**src/rtl/dma_req_pkg.sv**
```systemverilog
package dma_req_pkg;

  localparam int BURST_W = 9;
  localparam int GAP_W   = 7;
  localparam int CFG_W   = BURST_W + GAP_W;

  typedef enum logic [1:0] {
    RQ_IDLE   = 2'd0,
    RQ_ASSERT = 2'd1,
    RQ_GAP    = 2'd2
  } rq_state_e;

  // Burst field of zero is treated as a single word.
  function automatic logic [BURST_W-1:0] burst_words(input logic [CFG_W-1:0] cfg);
    burst_words = (cfg[BURST_W-1:0] == '0) ? BURST_W'(1) : cfg[BURST_W-1:0];
  endfunction

  function automatic logic [GAP_W-1:0] gap_cycles(input logic [CFG_W-1:0] cfg);
    gap_cycles = cfg[CFG_W-1:BURST_W];
  endfunction

  function automatic logic level_meets(input logic [31:0] avail, input logic [BURST_W-1:0] burst);
    level_meets = (avail >= 32'(burst));
  endfunction

endpackage

```
**src/rtl/dma_access_sync.sv**
```systemverilog
module dma_access_sync #(
  parameter int STAGES = 2
) (
  input  logic clk,
  input  logic rst_n,
  input  logic strobe,
  input  logic addr_q,
  output logic hit
);

  logic [STAGES:0]   stb_pipe;
  logic [STAGES-1:0] adr_pipe;

  always_ff @(posedge clk) begin
    if (!rst_n) begin
      stb_pipe <= '0;
      adr_pipe <= '0;
    end else begin
      stb_pipe <= {stb_pipe[STAGES-1:0], strobe};
      adr_pipe <= {adr_pipe[STAGES-2:0], addr_q};
    end
  end

  // rising edge of the synchronised strobe, qualified by the address bit
  assign hit = stb_pipe[STAGES-1] & ~stb_pipe[STAGES] & adr_pipe[STAGES-1];

  a_r11_single_pulse: assert property (@(posedge clk) disable iff (!rst_n)
    hit |=> !hit);

endmodule

```
**src/rtl/dma_access_ctr.sv**
```systemverilog
module dma_access_ctr
  import dma_req_pkg::*;
(
  input  logic               clk,
  input  logic               rst_n,
  input  logic               clr,
  input  logic               hit,
  input  logic               dreq,
  input  logic [BURST_W-1:0] burst,
  output logic               port_sel,
  output logic               burst_done,
  output logic               stray_err
);

  logic [BURST_W-1:0] cnt;
  logic               last;

  assign last       = (cnt >= burst - 1'b1);
  assign burst_done = hit & dreq & ~clr & last;

  always_ff @(posedge clk) begin
    if (!rst_n || clr) begin
      cnt       <= '0;
      port_sel  <= 1'b0;
      stray_err <= 1'b0;
    end else begin
      if (hit) port_sel <= ~port_sel;
      if (hit && dreq) cnt <= last ? '0 : cnt + 1'b1;
      if (hit && !dreq) stray_err <= 1'b1;
    end
  end

  a_r10_err_sticky: assert property (@(posedge clk) disable iff (!rst_n)
    (stray_err && !clr) |=> stray_err);

endmodule

```
**src/rtl/dma_req_fsm.sv**
```systemverilog
module dma_req_fsm
  import dma_req_pkg::*;
(
  input  logic             clk,
  input  logic             rst_n,
  input  logic             clr,
  input  logic             thr,
  input  logic             burst_done,
  input  logic [GAP_W-1:0] gap,
  output logic             dreq
);

  rq_state_e        state;
  logic [GAP_W-1:0] gap_cnt;

  always_ff @(posedge clk) begin
    if (!rst_n || clr) begin
      state   <= RQ_IDLE;
      gap_cnt <= '0;
    end else begin
      unique case (state)
        RQ_IDLE:   if (thr) state <= RQ_ASSERT;
        RQ_ASSERT: if (burst_done) begin
          if (gap == '0) state <= RQ_IDLE;
          else begin
            state   <= RQ_GAP;
            gap_cnt <= gap;
          end
        end
        RQ_GAP: begin
          if (gap_cnt <= GAP_W'(1)) state <= thr ? RQ_ASSERT : RQ_IDLE;
          else gap_cnt <= gap_cnt - 1'b1;
        end
        default: state <= RQ_IDLE;
      endcase
    end
  end

  assign dreq = (state == RQ_ASSERT);

  a_r4_drop_after_burst: assert property (@(posedge clk) disable iff (!rst_n)
    burst_done |=> !dreq);

endmodule

```
**src/rtl/dma_req_gen.sv**
```systemverilog
module dma_req_gen
  import dma_req_pkg::*;
#(
  parameter int LVL_W       = 11,
  parameter int SYNC_STAGES = 2
) (
  input  logic             clk,
  input  logic             rst_n,
  input  logic [CFG_W-1:0] cfg,
  input  logic             dma_en,
  input  logic             dir_write,
  input  logic [LVL_W-1:0] buf_avail,
  input  logic             acc_strobe,
  input  logic             addr_sel,
  output logic             dreq,
  output logic             port_sel,
  output logic             stray_err
);

  logic               dir_q;
  logic               dir_flip;
  logic               clr;
  logic               thr;
  logic               hit;
  logic               burst_done;
  logic [BURST_W-1:0] burst;
  logic [GAP_W-1:0]   gap;

  always_ff @(posedge clk) begin
    if (!rst_n) dir_q <= 1'b0;
    else        dir_q <= dir_write;
  end

  assign dir_flip = dir_q ^ dir_write;
  assign clr      = ~dma_en | dir_flip;
  assign burst    = burst_words(cfg);
  assign gap      = gap_cycles(cfg);
  assign thr      = level_meets(32'(buf_avail), burst);

  dma_access_sync #(.STAGES(SYNC_STAGES)) u_sync (
    .clk    (clk),
    .rst_n  (rst_n),
    .strobe (acc_strobe),
    .addr_q (addr_sel),
    .hit    (hit)
  );

  dma_access_ctr u_ctr (
    .clk        (clk),
    .rst_n      (rst_n),
    .clr        (clr),
    .hit        (hit),
    .dreq       (dreq),
    .burst      (burst),
    .port_sel   (port_sel),
    .burst_done (burst_done),
    .stray_err  (stray_err)
  );

  dma_req_fsm u_fsm (
    .clk        (clk),
    .rst_n      (rst_n),
    .clr        (clr),
    .thr        (thr),
    .burst_done (burst_done),
    .gap        (gap),
    .dreq       (dreq)
  );

  a_r2_rise_needs_threshold: assert property (@(posedge clk) disable iff (!rst_n)
    $rose(dreq) |-> $past(thr));

  a_r5_idle_port_holds: assert property (@(posedge clk) disable iff (!rst_n)
    (!hit && !clr) |=> $stable(port_sel));

  a_r6_port_toggles: assert property (@(posedge clk) disable iff (!rst_n)
    (hit && !clr) |=> (port_sel != $past(port_sel)));

  a_r7_off_when_disabled: assert property (@(posedge clk) disable iff (!rst_n)
    !dma_en |=> (!dreq && !port_sel));

  a_r9_flip_clears: assert property (@(posedge clk) disable iff (!rst_n)
    dir_flip |=> (!port_sel && !dreq && !stray_err));

  a_r10_err_on_stray: assert property (@(posedge clk) disable iff (!rst_n)
    (hit && !dreq && !clr) |=> stray_err);

endmodule

```
**config.mk**
```make
export PLATFORM = sky130hd
export DESIGN_NAME = dma_req_gen
export DESIGN_NICKNAME = d
export VERILOG_FILES = /design/src/rtl/dma_req_pkg.sv /design/src/rtl/dma_access_sync.sv /design/src/rtl/dma_access_ctr.sv /design/src/rtl/dma_req_fsm.sv /design/src/rtl/dma_req_gen.sv
export SDC_FILE = /design/constraint.sdc
export NUM_CORES = 1
export LEC_CHECK = 0
export BUFFER_PORTS_ARGS = -buffer_cell sky130_fd_sc_hd__buf_2
export CAP_MARGIN = 20
export CORE_UTILIZATION = 46
export DETAILED_ROUTE_END_ITERATION = 6
export PLACE_DENSITY = 0.71
export SLEW_MARGIN = 20
export SYNTH_ARGS = -nofsm -noshare
export SYNTH_HDL_FRONTEND = slang
export SYNTH_SLANG_ARGS = --single-unit
```
**constraint.sdc**
```tcl
create_clock -name clk -period 3 [get_ports clk]
set_clock_uncertainty 0.15 [all_clocks]
set_input_delay 0.6 -clock clk [delete_from_list [all_inputs] [get_ports clk]]
set_output_delay 0.6 -clock clk [all_outputs]
set_load 0.02 [all_outputs]
```
; Word-level counts from Yosys, hierarchy flattened
; Cells that the tools add are included.
[op_classes]
bitwise_logic = 11
n_eq_ne = 7
shift = 0
multipliers = 0
div_mod_pow = 0
n_mux = 12
magnitude_cmp = 3
reduce_logical = 11
addsub = 3
[ops]
columns = cell, count
row1 = two-way mux 7 bit, 3
row2 = two-way mux 9 bit, 2
row3 = case mux 7 bit (2 select lines), 1
row4 = greater-or-equal comparator 11 x 9 -> 1 bit, 1
row5 = "adder 9 x 1 -> 9 bit, second input constant", 1
row6 = greater-or-equal comparator 9 bit, 1
row7 = logical NOT 9 bit, 1
row8 = "subtractor 9 x 1 -> 9 bit, second input constant", 1
row9 = two-way mux 2 bit, 4
row10 = "<= comparator 7 x 1 -> 1 bit, second input constant", 1
row11 = logical NOT 7 bit, 1
row12 = "subtractor 7 x 1 -> 7 bit, second input constant", 1
row13 = "!= test 2 bit, second input constant", 3
row14 = case mux 2 bit (3 select lines), 1
row15 = bitwise AND 1 bit, 5
row16 = "!= test 2 x 1 -> 1 bit, second input constant", 2
row17 = NOT 1 bit, 4
row18 = AND reduction 4 bit, 1
row19 = AND reduction 3 bit, 1
row20 = "== test 2 x 1 -> 1 bit, second input constant", 1
row21 = "== test 2 bit, second input constant", 1
row22 = logical AND 1 bit, 2
row23 = logical NOT 1 bit, 2
row24 = logical NOT 2 bit, 1
row25 = other kinds (5), 5
[word_totals]
in_bits = 33
mem_bits_ro = 0
word_cells = 55
output_inout_bits = 3
regBits = 26
n_memories = 0
latch_bits = 0
ramBits = 0

; Logic depth before layout (Yosys ltp)
[logic_depth]
word_depth = 8
depth_mapped = 17
depth_no_buf = 16

; Cells and area by module
; From an unflattened synthesis, not the netlist that was laid out.
[unflattened]
cells_unflattened = 226
area_unflattened_um2 = 1865.5
[modules_own_cells]
columns = mod, seq_area_each_um2, area_each_um2, instances, cells_each
row1 = dma_access_ctr, 220.2, 812.0, 1, 95
row2 = dma_req_fsm, 180.2, 609.3, 1, 73
row3 = dma_req_gen, 20.0, 304.0, 1, 47
row4 = dma_access_sync, 100.1, 140.1, 1, 11

; Worst setup path after synthesis
; No wires, ideal clock.
[synth_timing]
path_kind = input port to flip-flop
startpoint = input port cfg[6]
endpoint = register u_fsm.gap_cnt[2]
path_stages = 16
path_buffers = 0
slack_ns = -0.188
setup_time_ns = 0.117
t_arrival_ns = 2.921
path_cell_list = inv_1 nand4_1 nor2_1 a21o_1 inv_1 ha_1 and3_1 nand2b_1 xnor2_1 ha_1 nand4_1 nor2_1 a21oi_1 a221oi_4 o21ai_1 a32o_2
[synth_between]
elab_chain_cells = 7
[synth_lines]
columns = element, line
row1 = start: declaration, dma_req_gen.sv:9  ; input logic [CFG_W-1:0] cfg,
row2 = logical NOT 9 bit, dma_req_pkg.sv:15  ; burst_words = (cfg[BURST_W-1:0] == '0) ? BURST_W'(1) : cfg[BURST_W-1:0];
row3 = two-way mux 9 bit (*), dma_req_pkg.sv:15
row4 = subtractor 9 x 1 -> 9 bit (*), dma_access_ctr.sv:18  ; assign last = (cnt >= burst - 1'b1);
row5 = greater-or-equal comparator 9 bit (*), dma_access_ctr.sv:18
row6 = bitwise AND 1 bit (*), dma_access_ctr.sv:19  ; assign burst_done = hit & dreq & ~clr & last;
row7 = != test 2 bit (no source line) (*), n/a
row8 = AND reduction 4 bit (no source line) (*), n/a
row9 = end signal: assignment, dma_req_fsm.sv:27  ; gap_cnt <= gap;
row10 = end signal: assignment, dma_req_fsm.sv:32  ; else gap_cnt <= gap_cnt - 1'b1;
row11 = end: declaration, dma_req_fsm.sv:14  ; logic [GAP_W-1:0] gap_cnt;
; Every way passes the cells marked *; elsewhere a longest branch is shown, timed or not.
; A chain may end at the register's enable or synchronous reset.

; Worst setup path after layout
[layout_timing]
startpoint = input port cfg[5]
endpoint = register u_fsm.gap_cnt[6]
; Same word-level chain as after synthesis.

==> results.sh <==
export IMPL_final_setup_viol_count=7
export IMPL_yosys_warnings=0
export IMPL_coreArea_mm2=0.003716
export IMPL_p_per_area_mw_per_mm2=321.2
export IMPL_path_cells="buf_8 > clkinv_8 > nand4_1 > nor2_2 > a21o_1 > inv_2 > ha_4 > and3_4 > nand3_2 > xnor2_1 > ha_1 > nand4_1 > nor2_1 > a21oi_2 > a221oi_4 > buf_6 > o21ai_2 > a32o_1"
export IMPL_worst_path_buf_inv=4
export IMPL_viasPerCell=5.278
export IMPL_clock_sinks=26
export IMPL_overflow=0
export IMPL_mostFrequentLayoutCell="buf_2"
export IMPL_start_kind="primary input"
export IMPL_ys_ff_latch=26
export IMPL_dp_final_hpwl_mm=2.954
export IMPL_drtIter0Drc=45
export IMPL_min_period_over_period_pct=105.5
export IMPL_clk_pin_slew_ns=0.08
export IMPL_grt_total_usage_pct=20.20
export IMPL_clkLatencyLatePin_ns=0.28
export IMPL_cap_viol_max_count=0
export IMPL_worstPathRequired_ns=3.02
export IMPL_synthFlopType="dfxtp_1"
export IMPL_antenna_found_initial=0
export IMPL_grt_pass1_vias=1682
export IMPL_crit_top_cell="nand4_1"
export IMPL_slew_violations=0
export IMPL_dieArea_mm2=0.004182
export IMPL_syn_inst=219
export IMPL_grt_max_degree=21
export IMPL_die_x_um=64.67
export IMPL_syn_nets=274
export IMPL_cp_top_family="compound AO/OA/AOI/OAI gates"
export IMPL_avgRoutedWirePerCell_um=12.32
export IMPL_drive_gt1_share_pct=37.10
export IMPL_status="finished with violations"
export IMPL_final_nets=339
export IMPL_synth_edff_count=0
export IMPL_grt_pass1_wl_mm=6.768
export IMPL_final_setup_tns_ns=-0.8888
export IMPL_crit_path_end_kind="flop"
export IMPL_cpMaxStageDelayCell="ha_1"
export IMPL_hp_class="reg -> reg"
export IMPL_io_pins=36
export IMPL_htreeDepth=1
export IMPL_core_rowCount=22
export IMPL_leakage_nw=1.085
export IMPL_ant_nets=0
export IMPL_gp_congestion=0.7735
export IMPL_violations="setup timing"
export IMPL_arrival_ns=3.18
export IMPL_yosys_cell_types_count=45
export IMPL_cts_made_buffers=3
export IMPL_crit_type="in -> reg"
export IMPL_port_buffer_count=35
export IMPL_drc=0
export IMPL_cts_buffer_depth=2
export IMPL_ys_async_sr_fraction_pct=0
export IMPL_mostFrequentLayoutCells="30 x buf_2, 27 x buf_4, 26 x dfxtp_1"
export IMPL_start_util_pct=48.62
export IMPL_vias=1747
export IMPL_clockRootBuffer="clkbuf_8"
export IMPL_drt_pass1_iterations=4
export IMPL_synth_area_mm2=0.001807
export IMPL_num_antenna_cells=0
export IMPL_fin_util_pct=67.27
export IMPL_fp_dieH_um=64.67
export IMPL_ir_drop_v=0.0002192
export IMPL_tritoncts="yes"
export IMPL_min_period_ns=3.164
export IMPL_cpPeakStageDelay_ns=0.31
export IMPL_ys_seq_area_share_pct=28.81
export IMPL_rsz0062_at_grt="true"
export IMPL_pre_cts_ws_ns=-0.4536
export IMPL_drt_wl_total_mm=4.077
export IMPL_path_max_fanout=7
export IMPL_hold_viol=0
export IMPL_setup_slack_ns=-0.1644
export IMPL_fmax_mhz=316.0
export IMPL_worstMarginPinSlew_ns=0.5704
export IMPL_synthToLayoutAreaGrowth_pct=38.37
export IMPL_synth_avg_cell_area_um2=8.250
export IMPL_max_slew_margin_pct=61.87
## power by group
group          internal (mW)  leakage, nW  switching, mW
Clock                  0.179       0.0357          0.112
Sequential             0.350        0.211        0.00284
Combinational         0.0841        0.839         0.0756
Total                  0.613         1.08          0.190
## worst paths after layout
check / startpoint / slack [ns] / endpoint / depth (start not counted)
max: cfg[5] / -0.16 / u_fsm.gap_cnt[6]$_SDFFE_PP0P_ / 18
min reg2reg: u_sync.adr_pipe[0]$_SDFF_PN0_ / 0.29 / u_sync.adr_pipe[1]$_SDFF_PN0_ / 1
min: u_sync.adr_pipe[0]$_SDFF_PN0_ / 0.29 / u_sync.adr_pipe[1]$_SDFF_PN0_ / 1
max reg2reg: u_ctr.cnt[0]$_SDFFE_PP0P_ / 0.79 / u_fsm.gap_cnt[6]$_SDFFE_PP0P_ / 9
## synthesized netlist by cell type (all sizes together), types with 3 or more instances
master | count | area [µm²]
clkbuf | 3 | 11.26
a32o | 5 | 51.30
xnor2 | 7 | 68.82
inv | 16 | 60.05
and2 | 9 | 56.30
xor2 | 8 | 70.07
nor2 | 28 | 107.6
a21oi | 16 | 83.83
nand4 | 7 | 43.79
nand2b | 5 | 31.28
nand2 | 14 | 52.55
ha | 22 | 275.3
or3 | 3 | 18.77
o21ai | 12 | 60.06
nand3 | 7 | 45.04
nor3 | 5 | 30.03
nor4 | 3 | 25.02
dfxtp | 26 | 520.5
## layout make-up
type / count / area, µm²
Timing Repair Buffer: 65 / 450.4
Clock inverter: 1 / 30.03
Tap cell: 48 / 60.06
Inverter: 16 / 85.08
Fill cell: 327 / 1216
Sequential cell: 26 / 520.5
Clock buffer: 3 / 41.29
Multi-Input combinational cell: 172 / 1313
## logic make-up (layout without fill, tap and decap cells)
kind of cell | after synthesis | in the layout | share of synthesized area [%]
AND/OR/NAND/NOR | 91 | 91 | 26.73
flip-flops | 26 | 26 | 28.81
AO/OA/AOI/OAI | 44 | 44 | 16.69
XOR/XNOR | 15 | 15 | 7.687
buffers and inverters | 21 | 85 | 4.847
adder cells (fa/ha/maj) | 22 | 22 | 15.24
## layer usage
metal,global-route usage [%],wire [µm],vias up
met3,3.169,90,4
met5,0,0,-
met4,4.722,27,0
met2,37.89,2071,22
met1,23.69,1887,819
li1,-,-,902
## repair_timing
item / 4_1_cts / 5_1_grt
gates resized for setup: 15 / 23
gates cloned: 1 / 0
endpoints found under the hold margin: 0 / 0
hold buffers: 0 / 0
pin swaps: 9 / 21
endpoints found under the setup margin: 14 / 18
setup buffers: 3 / 3
## registers in the layout, summed over array words and instances (netlist names)
| signal | flops |
|---|---|
| u_ctr.cnt | 9 |
| u_fsm.gap_cnt | 7 |
| u_sync.stb_pipe | 3 |
| u_fsm.state | 2 |
| u_sync.adr_pipe | 2 |
| dir_q | 1 |
| u_ctr.port_sel | 1 |
| u_ctr.stray_err | 1 |
## through the flow
| step | cell area [µm²] | hold WS [ns] | instances | total power [mW] |
|---|---|---|---|---|
| finish | 2500 | 0.2883 | 331 | 0.8031 |
| global route | 2500 | 0.3076 | 331 | 0.8410 |
| CTS | 2382 | 0.2911 | 328 | 0.7966 |
| detailed placement | 2216 | 0.2699 | 320 | 0.4977 |
| global placement | 2216 | 0.2633 | 320 | 0.4947 |
| floorplan | 1836 | 0.2618 | 219 | 0.4340 |
Power figures use the tool's default switching activity.
